[config.mk]
export PLATFORM = sky130hd
export DESIGN_NAME = tw_serial_master
export DESIGN_NICKNAME = d
export VERILOG_FILES = /design/src/rtl/twsm_pkg.sv /design/src/rtl/twsm_ctrl.sv /design/src/rtl/twsm_dpath.sv /design/src/rtl/tw_serial_master.sv
export SDC_FILE = /design/constraint.sdc
export NUM_CORES = 1
export LEC_CHECK = 0
export CAP_MARGIN = 20
export CELL_PAD_IN_SITES_DETAIL_PLACEMENT = 1
export CELL_PAD_IN_SITES_GLOBAL_PLACEMENT = 1
export CORE_ASPECT_RATIO = 0.9
export CORE_MARGIN = 2
export CORE_UTILIZATION = 35
export DETAILED_ROUTE_END_ITERATION = 10
export PLACE_DENSITY_LB_ADDON = 0.1
export SYNTH_ARGS = -nofsm -noshare
export SYNTH_HDL_FRONTEND = slang
export SYNTH_SLANG_ARGS = --single-unit
[constraint.sdc]
create_clock -name clk -period 5.15 [get_ports clk]
set_input_delay 1.2875 -clock clk [delete_from_list [all_inputs] [get_ports clk]]
set_output_delay 1.2875 -clock clk [all_outputs]
set_load 0.005 [all_outputs]
[src/rtl/twsm_pkg.sv]
package twsm_pkg;
  typedef enum logic [2:0] {
    ST_IDLE,
    ST_QUIET,
    ST_LOW,
    ST_HIGH,
    ST_DONE
  } twsmState_e;

  typedef struct packed {
    logic load;      // capture request into shift register
    logic shiftTx;   // advance to next outgoing bit
    logic sampleRx;  // take serDin into receive register
    logic commit;    // publish received byte
  } twsmStrobe_t;
endpackage

[src/rtl/twsm_ctrl.sv]
module twsm_ctrl
  import twsm_pkg::*;
#(
  parameter int CMD_W  = 8,
  parameter int DATA_W = 8,
  parameter int DIV_W  = 8
) (
  input  logic             clk,
  input  logic             rstN,
  input  logic             reqValid,
  input  logic             reqWrite,
  input  logic [DIV_W-1:0] halfPeriod,
  output twsmStrobe_t      strobe,
  output logic             busy,
  output logic             done,
  output logic             chipEn,
  output logic             serClk,
  output logic             serDoutEn,
  output logic             driveBit
);
  localparam int TOTAL = CMD_W + DATA_W;
  localparam int BIT_W = $clog2(TOTAL);
  localparam int CNT_W = DIV_W + 1;
  localparam logic [BIT_W-1:0] LAST_BIT = BIT_W'(TOTAL - 1);
  localparam logic [BIT_W-1:0] FIRST_RX = BIT_W'(CMD_W);

  twsmState_e       state;
  logic [CNT_W-1:0] phaseCnt;
  logic [DIV_W-1:0] halfReg;
  logic [BIT_W-1:0] bitIdx;
  logic             isRead;

  logic [CNT_W-1:0] halfExt;
  logic             phaseEnd;
  logic             quietEnd;
  logic             inBits;
  logic             rxPhase;
  logic             accept;

  assign halfExt  = {1'b0, halfReg};
  assign phaseEnd = (phaseCnt == halfExt - CNT_W'(1));
  assign quietEnd = (phaseCnt == (halfExt << 1) - CNT_W'(1));
  assign inBits   = (state == ST_LOW) || (state == ST_HIGH);
  assign rxPhase  = isRead && (bitIdx >= FIRST_RX);
  assign accept   = (state == ST_IDLE) && reqValid;

  always_comb begin
    strobe          = '0;
    strobe.load     = accept;
    strobe.shiftTx  = (state == ST_HIGH) && phaseEnd;
    strobe.sampleRx = (state == ST_LOW) && phaseEnd && rxPhase;
    strobe.commit   = (state == ST_HIGH) && phaseEnd && isRead && (bitIdx == LAST_BIT);
  end

  assign busy      = (state != ST_IDLE);
  assign done      = (state == ST_DONE);
  assign chipEn    = inBits;
  assign serClk    = (state == ST_HIGH);
  assign serDoutEn = !(inBits && rxPhase);
  assign driveBit  = inBits && !rxPhase;

  always_ff @(posedge clk or negedge rstN) begin
    if (!rstN) begin
      state    <= ST_IDLE;
      phaseCnt <= '0;
      halfReg  <= DIV_W'(1);
      bitIdx   <= '0;
      isRead   <= 1'b0;
    end else begin
      case (state)
        ST_IDLE: begin
          if (reqValid) begin
            state    <= ST_QUIET;
            phaseCnt <= '0;
            halfReg  <= (halfPeriod == '0) ? DIV_W'(1) : halfPeriod;
            isRead   <= !reqWrite;
            bitIdx   <= '0;
          end
        end
        ST_QUIET: begin
          if (quietEnd) begin
            state    <= ST_LOW;
            phaseCnt <= '0;
          end else begin
            phaseCnt <= phaseCnt + CNT_W'(1);
          end
        end
        ST_LOW: begin
          if (phaseEnd) begin
            state    <= ST_HIGH;
            phaseCnt <= '0;
          end else begin
            phaseCnt <= phaseCnt + CNT_W'(1);
          end
        end
        ST_HIGH: begin
          if (phaseEnd) begin
            phaseCnt <= '0;
            if (bitIdx == LAST_BIT) begin
              state <= ST_DONE;
            end else begin
              state  <= ST_LOW;
              bitIdx <= bitIdx + BIT_W'(1);
            end
          end else begin
            phaseCnt <= phaseCnt + CNT_W'(1);
          end
        end
        ST_DONE: state <= ST_IDLE;
        default: state <= ST_IDLE;
      endcase
    end
  end
endmodule

[src/rtl/twsm_dpath.sv]
module twsm_dpath
  import twsm_pkg::*;
#(
  parameter int ADDR_W = 6,
  parameter int DATA_W = 8
) (
  input  logic              clk,
  input  logic              rstN,
  input  twsmStrobe_t       strobe,
  input  logic              reqWrite,
  input  logic [ADDR_W-1:0] reqAddr,
  input  logic [DATA_W-1:0] reqData,
  input  logic              driveBit,
  input  logic              serDin,
  output logic              serDout,
  output logic [DATA_W-1:0] rdData
);
  localparam int CMD_W = ADDR_W + 2;
  localparam int TOTAL = CMD_W + DATA_W;

  logic [TOTAL-1:0]  txShift;
  logic [DATA_W-1:0] rxShift;
  logic [CMD_W-1:0]  cmdByte;

  // marker bit on top, address in the middle, direction flag at bit 0
  assign cmdByte = {1'b1, reqAddr, !reqWrite};
  assign serDout = driveBit && txShift[0];

  always_ff @(posedge clk or negedge rstN) begin
    if (!rstN) begin
      txShift <= '0;
      rxShift <= '0;
      rdData  <= '0;
    end else begin
      if (strobe.load) begin
        txShift <= {reqData, cmdByte};
        rxShift <= '0;
      end else if (strobe.shiftTx) begin
        txShift <= txShift >> 1;
      end
      if (strobe.sampleRx) rxShift <= {serDin, rxShift[DATA_W-1:1]};
      if (strobe.commit)   rdData  <= rxShift;
    end
  end
endmodule

[src/rtl/tw_serial_master.sv]
module tw_serial_master
  import twsm_pkg::*;
#(
  parameter int ADDR_W = 6,
  parameter int DATA_W = 8,
  parameter int DIV_W  = 8
) (
  input  logic              clk,
  input  logic              rstN,
  input  logic              reqValid,
  input  logic              reqWrite,
  input  logic [ADDR_W-1:0] reqAddr,
  input  logic [DATA_W-1:0] reqData,
  input  logic [DIV_W-1:0]  halfPeriod,
  output logic              busy,
  output logic              done,
  output logic [DATA_W-1:0] rdData,
  output logic              chipEn,
  output logic              serClk,
  output logic              serDout,
  output logic              serDoutEn,
  input  logic              serDin
);
  localparam int CMD_W = ADDR_W + 2;

  twsmStrobe_t strobe;
  logic        driveBit;

  twsm_ctrl #(.CMD_W(CMD_W), .DATA_W(DATA_W), .DIV_W(DIV_W)) u_ctrl (
    .clk(clk), .rstN(rstN), .reqValid(reqValid), .reqWrite(reqWrite),
    .halfPeriod(halfPeriod), .strobe(strobe), .busy(busy), .done(done),
    .chipEn(chipEn), .serClk(serClk), .serDoutEn(serDoutEn), .driveBit(driveBit)
  );

  twsm_dpath #(.ADDR_W(ADDR_W), .DATA_W(DATA_W)) u_dpath (
    .clk(clk), .rstN(rstN), .strobe(strobe), .reqWrite(reqWrite),
    .reqAddr(reqAddr), .reqData(reqData), .driveBit(driveBit),
    .serDin(serDin), .serDout(serDout), .rdData(rdData)
  );
endmodule

After elaboration in Yosys (flattened, before gate mapping):

Cells that the tools add are included.

* add/sub/neg operators: 4
* magnitude comparators: 1
* eq/ne operators: 12
* multiplexer cells: 19
* reductions and logical operators: 26

Operator list (count)
* two-way mux 16 bit: 2
* two-way mux 9 bit: 3
* case mux 9 bit (3 select lines): 1
* two-way mux 8 bit: 3
* equality test 9 bit: 2
* two-way mux 3 bit: 5
* two-way mux 4 bit: 3
* case mux 3 bit (4 select lines): 1
* logical AND 1 bit: 10
* adder 9 x 1 -> 9 bit (second input constant): 1
* subtractor 8 x 1 -> 9 bit (second input constant): 1
* subtractor 9 x 1 -> 9 bit (second input constant): 1
* logical NOT 8 bit: 1
* case mux 4 bit (2 select lines): 1
* AND reduction 4 bit: 2
* equality test 3 x 2 -> 1 bit (second input constant): 2
* != test 2 x 1 -> 1 bit (second input constant): 3
* nonzero test 2 bit: 3
* nonzero test 3 bit: 2
* adder 4 x 1 -> 4 bit (second input constant): 1
* equality test 4 bit (second input constant): 1
* greater-or-equal comparator 4 bit (second input constant): 1
* != test 2 bit (second input constant): 2
* AND reduction 2 bit: 2
* 6 further kinds: 8

* flip-flop bits (word level): 57
* input bits: 27
* output and inout bits: 14
* logic and storage cells: 70

Logic depth before layout (Yosys ltp):

* word-level depth: 5
* gate-level depth with buffers: 12
* mapped depth without buffers: 9

Modules after synthesis:

From an unflattened synthesis, not the netlist that was laid out.

* cell total of the unflattened synthesis: 334
* area, all modules: 3444.6 µm²

Modules (own cells, without submodules)
* twsm_ctrl: instances 1, cells an instance 218, area each 2079.5 µm²
* twsm_dpath: instances 1, cells an instance 116, area each 1365.1 µm²

Least setup slack after synthesis:

OpenSTA, ideal clock, no wires.

* path type: register to register
* from: register u_ctrl.halfReg[0]
* to: register u_dpath.rdData[0]
* library setup time: 125 ps
* arrival: 3138 ps
* data required time: 5025 ps
* slack: 1887 ps
* stages on the path, launching flop included: 13
* path buffers: 3
* clock period less this slack: 3263 ps
* cell sequence: dfstp_2 -> clkbuf_1 -> inv_1 -> ha_1 -> nor2b_1 -> nand2_2 -> mux2_1 -> or4b_4 -> nor3_2 -> buf_6 -> and3_4 -> buf_12 -> mux2_4

* cells in the longest elaborated chain, start to end: 5

Ends and longest elaborated chain
* start, declared: RTL line twsm_ctrl.sv:29 `logic [DIV_W-1:0] halfReg;`
* start signal, assigned: RTL line twsm_ctrl.sv:75 `halfReg <= (halfPeriod == '0) ? DIV_W'(1) : halfPeriod;`
* subtractor 8 x 1 -> 9 bit: RTL line twsm_ctrl.sv:41 `assign phaseEnd = (phaseCnt == halfExt - CNT_W'(1));`
* equality test 9 bit: RTL line twsm_ctrl.sv:41
* logical AND 1 bit (3 in a row): RTL line twsm_ctrl.sv:52 `strobe.commit = (state == ST_HIGH) && phaseEnd && isRead && (bitIdx == LAST_BIT);`
* end signal, assigned: RTL line twsm_dpath.sv:42 `if (strobe.commit) rdData <= rxShift;`
* end, declared: RTL line twsm_dpath.sv:16 `output logic [DATA_W-1:0] rdData`

Every way passes these cells.
A chain may end at the register's enable or synchronous reset.

Final worst setup path:

* from: register u_ctrl.halfReg[0]
* to: register u_dpath.rdData[4]

The elaborated chain is that of the path after synthesis.

==> impl_metrics.yaml <==
status:
  outcome: "finished, final reports clean"
logic_synthesis:
  synth.net_count: 360
  synth_warnings: 0
  cells_after_synthesis: 329
  synth-edff-count: 0
  netlist.area_leader.share_pct: 43.5
  postSynth.asyncResetShare_pct: 100
  yosys.cell_types.count: 55
  fraction_of_the_yosys_area_taken_by_sequential_cells_pct: 44.4
  netlist.top_cell.by_area: "sky130_fd_sc_hd__dfrtp_1"
  most_used_dff_post_synth: "sky130_fd_sc_hd__dfrtp_1"
  postSynthAreaPerCell_um2: 9.78
  syn_area_um2: 3220
  synthTopCellsByArea: "sky130_fd_sc_hd__dfrtp_1, sky130_fd_sc_hd__mux2i_1, sky130_fd_sc_hd__xnor2_1"
  yosys_register_bits: 57
die:
  io_pins: 41
  die-width_um: 105
  placementRows: 33
  floorplan.core_area_um2: 9040
  start_util_pct: 35.6
  die-area_um2: 9980
  chip_height_um: 95.0
cts:
  reg_clk_slew_reported_paths_ps: 70
  clockRootBuffer: "sky130_fd_sc_hd__clkbuf_8"
  postCtsSetupRepairBufs: 0
  tritoncts: "yes"
  clk_latency_ps: 350
  post_cts_resized: 0
  numCtsBuffers: 9
  clockBufferDepth: 2
  htree_num_levels: 3
  clock_sinks: 57
  ctsHoldBuffers: 0
timing:
  max_freq_mhz: 276
  fin_tns_setup_ps: 0
  fin_crit_sh_pct: 70.2
  timing.final.crit_period_ps: 3620
  drv_slew: 0
  worst-slew-pin-transition_ps: 737
  final.setup_skew_ps: 6.32
  setup_viol_count_final: 0
  holdWs_ps: 511
  rsz_0062_raised_after_global_routing: "false"
  setup_slack_of_the_critical_path_after_layout_ps: 1530
  relSlewSlack_pct: 50.6
  hold_viol: 0
setup_path:
  worst_ep_arrival_time_ps: 3850
  rr_worst_depth: 9
  max_stage_delay_ps: 630
  crit_path_max_fanout: 9
  critical_path.cell_chain: "inv_1 -> ha_1 -> nor2b_1 -> nand2_2 -> mux2_1 -> or4b_4 -> nor3_2 -> and3_4 -> mux2_4"
  worstPathRequired_ps: 5380
  crit_type: "reg -> reg"
  timing.critical_path.to_type: "register"
  cp_slowest_cell: "sky130_fd_sc_hd__nor3_2"
  worst_setup_sp_type: "register"
final_layout:
  drive_gt1_share_pct: 12.8
  commonest_cells_after_routing_fill_and_taps_aside: "sky130_fd_sc_hd__dfrtp_1, sky130_fd_sc_hd__clkdlybuf4s50_1, sky130_fd_sc_hd__nand2_1"
  nFillCells: 1021
  finalNetCount: 392
  fin_cells: 488
  antenna_cells_inserted: 0
  area_growth_syn_to_layout_pct: 20.4
  layout.cells.most_common: "sky130_fd_sc_hd__dfrtp_1"
global_route:
  antenna_found_initial: 0
  global_route_wire_length_before_repair_um: 12600
  grt_start_max_net_pins: 58
  globalRouteTotalUtil_pct: 16.3
  overflow: 0
  grt_pass1_vias: 2462
drt:
  drt.antenna.violating_nets: 0
  dr_total_vias: 2447
  postRouteWirelength_um: 7550
  drt_drc_violations_left: 0
  detailedRoute.firstPassIterationCount: 4
  first_iter_violations: 77
  vias_per_cell: 5.01
  detail_routed_net_length_per_standard_cell_um: 15.5
job:
  maxCapViolations: 0
place:
  gp_congestion: 0.809
  place_inst: 470
  place_worst_setup_slack_ps: 1530
  buffer_ports.inserted: 40
  dp_hpwl_um: 5310
pwr:
  power.static_leakage_nw: 1.59
  cellPowerDensity_nw_per_um2: 499
  fin_total_pwr_mw: 1.93
  worst_ir_drop_vdd_v: 0.000179
hold_path:
  hold_class: "reg -> reg"
  min_path_cells: 1
-- synthesized netlist by cell type (all sizes together), types with 2 or more instances --
cell type and instances:
buf 10, mux2 16, and3 8, nor4 5, a21oi 18, nand2 40
nand4 2, or2 2, nand3 12, xor2 3, or3 3, a21o 2
nor3b 2, mux2i 19, nand3b 4, xnor2 17, nor3 9, dfrtp 56
o211ai 4, or4 2, a211o 3, nor4b 2, ha 4, nor2 24
inv 13, a22oi 3, o21ai 11, clkbuf 13, nand2b 9
-- metrics by stage --
stage               area (um^2)  util, %
detailed placement         3650     40.4
finish                     3870     42.8
global route               3870     42.8
CTS                        3850     42.5
floorplan                  3220        -
global placement           3650     40.4
-- kinds of logic (layout without fill, tap and decap cells) --
group / after synthesis / count (layout) / synth area share [%]
AND/OR/NAND/NOR: 127 / 127 / 20.8
flip-flops: 57 / 57 / 44.4
AO/OA/AOI/OAI: 50 / 50 / 9.72
buffers and inverters: 36 / 73 / 5.68
multiplexers: 35 / 35 / 12.4
XOR/XNOR: 20 / 20 / 5.44
adder cells (fa/ha/maj): 4 / 4 / 1.56
-- flip-flops by register name, summed over array words and instances (netlist names) --
name / cells
u_ctrl.bitIdx: 4
u_ctrl.halfReg: 8
u_ctrl.isRead: 1
u_ctrl.phaseCnt: 9
u_ctrl.state: 3
u_dpath.rdData: 8
u_dpath.rxShift: 8
u_dpath.txShift: 16
-- power by group --
group	total (mW)	switching (mW)	internal [mW]
Sequential	0.806	0.207	0.599
Clock	0.423	0.188	0.235
Combinational	0.704	0.361	0.343
-- worst paths after layout --
kind,slack [ps],endpoint,from
min in group asynchronous,1080,u_ctrl.bitIdx[0],rstN
min reg2reg,510,u_dpath.rdData[6],u_dpath.rdData[6]
max reg2reg,1530,u_dpath.rdData[4],u_ctrl.halfReg[0]
max,1530,u_dpath.rdData[4],u_ctrl.halfReg[0]
max in group asynchronous,3570,u_dpath.rxShift[1],rstN
min,510,u_dpath.rdData[6],u_dpath.rdData[6]
-- critical path, delay by kind of cell, from the launching register on --
kind	cells	cell delay [ps]
simple gates	5	1940
mux	2	630
flops	1	610
fa+ha+maj	1	240
buf+inv	1	80
-- area by class of cell --
type / instances / area (um^2) / area share, %
Tap cell: 122 / 153 / 3.94
Clock buffer: 11 / 141 / 3.65
Timing Repair Buffer: 44 / 438 / 11.3
Inverter: 13 / 48.8 / 1.26
Multi-Input combinational cell: 236 / 1610 / 41.6
Clock inverter: 5 / 55.1 / 1.42
Sequential cell: 57 / 1430 / 36.9
-- layer usage --
| metal | share of wire, % | track usage, % |
|---|---|---|
| met3 | 3.6 | 4.97 |
| met2 | 47 | 26.0 |
| met4 | 1.7 | 6.00 |
| met1 | 48 | 20.9 |
| met5 | 0 | 0 |
(Power assumes the default switching activity.)
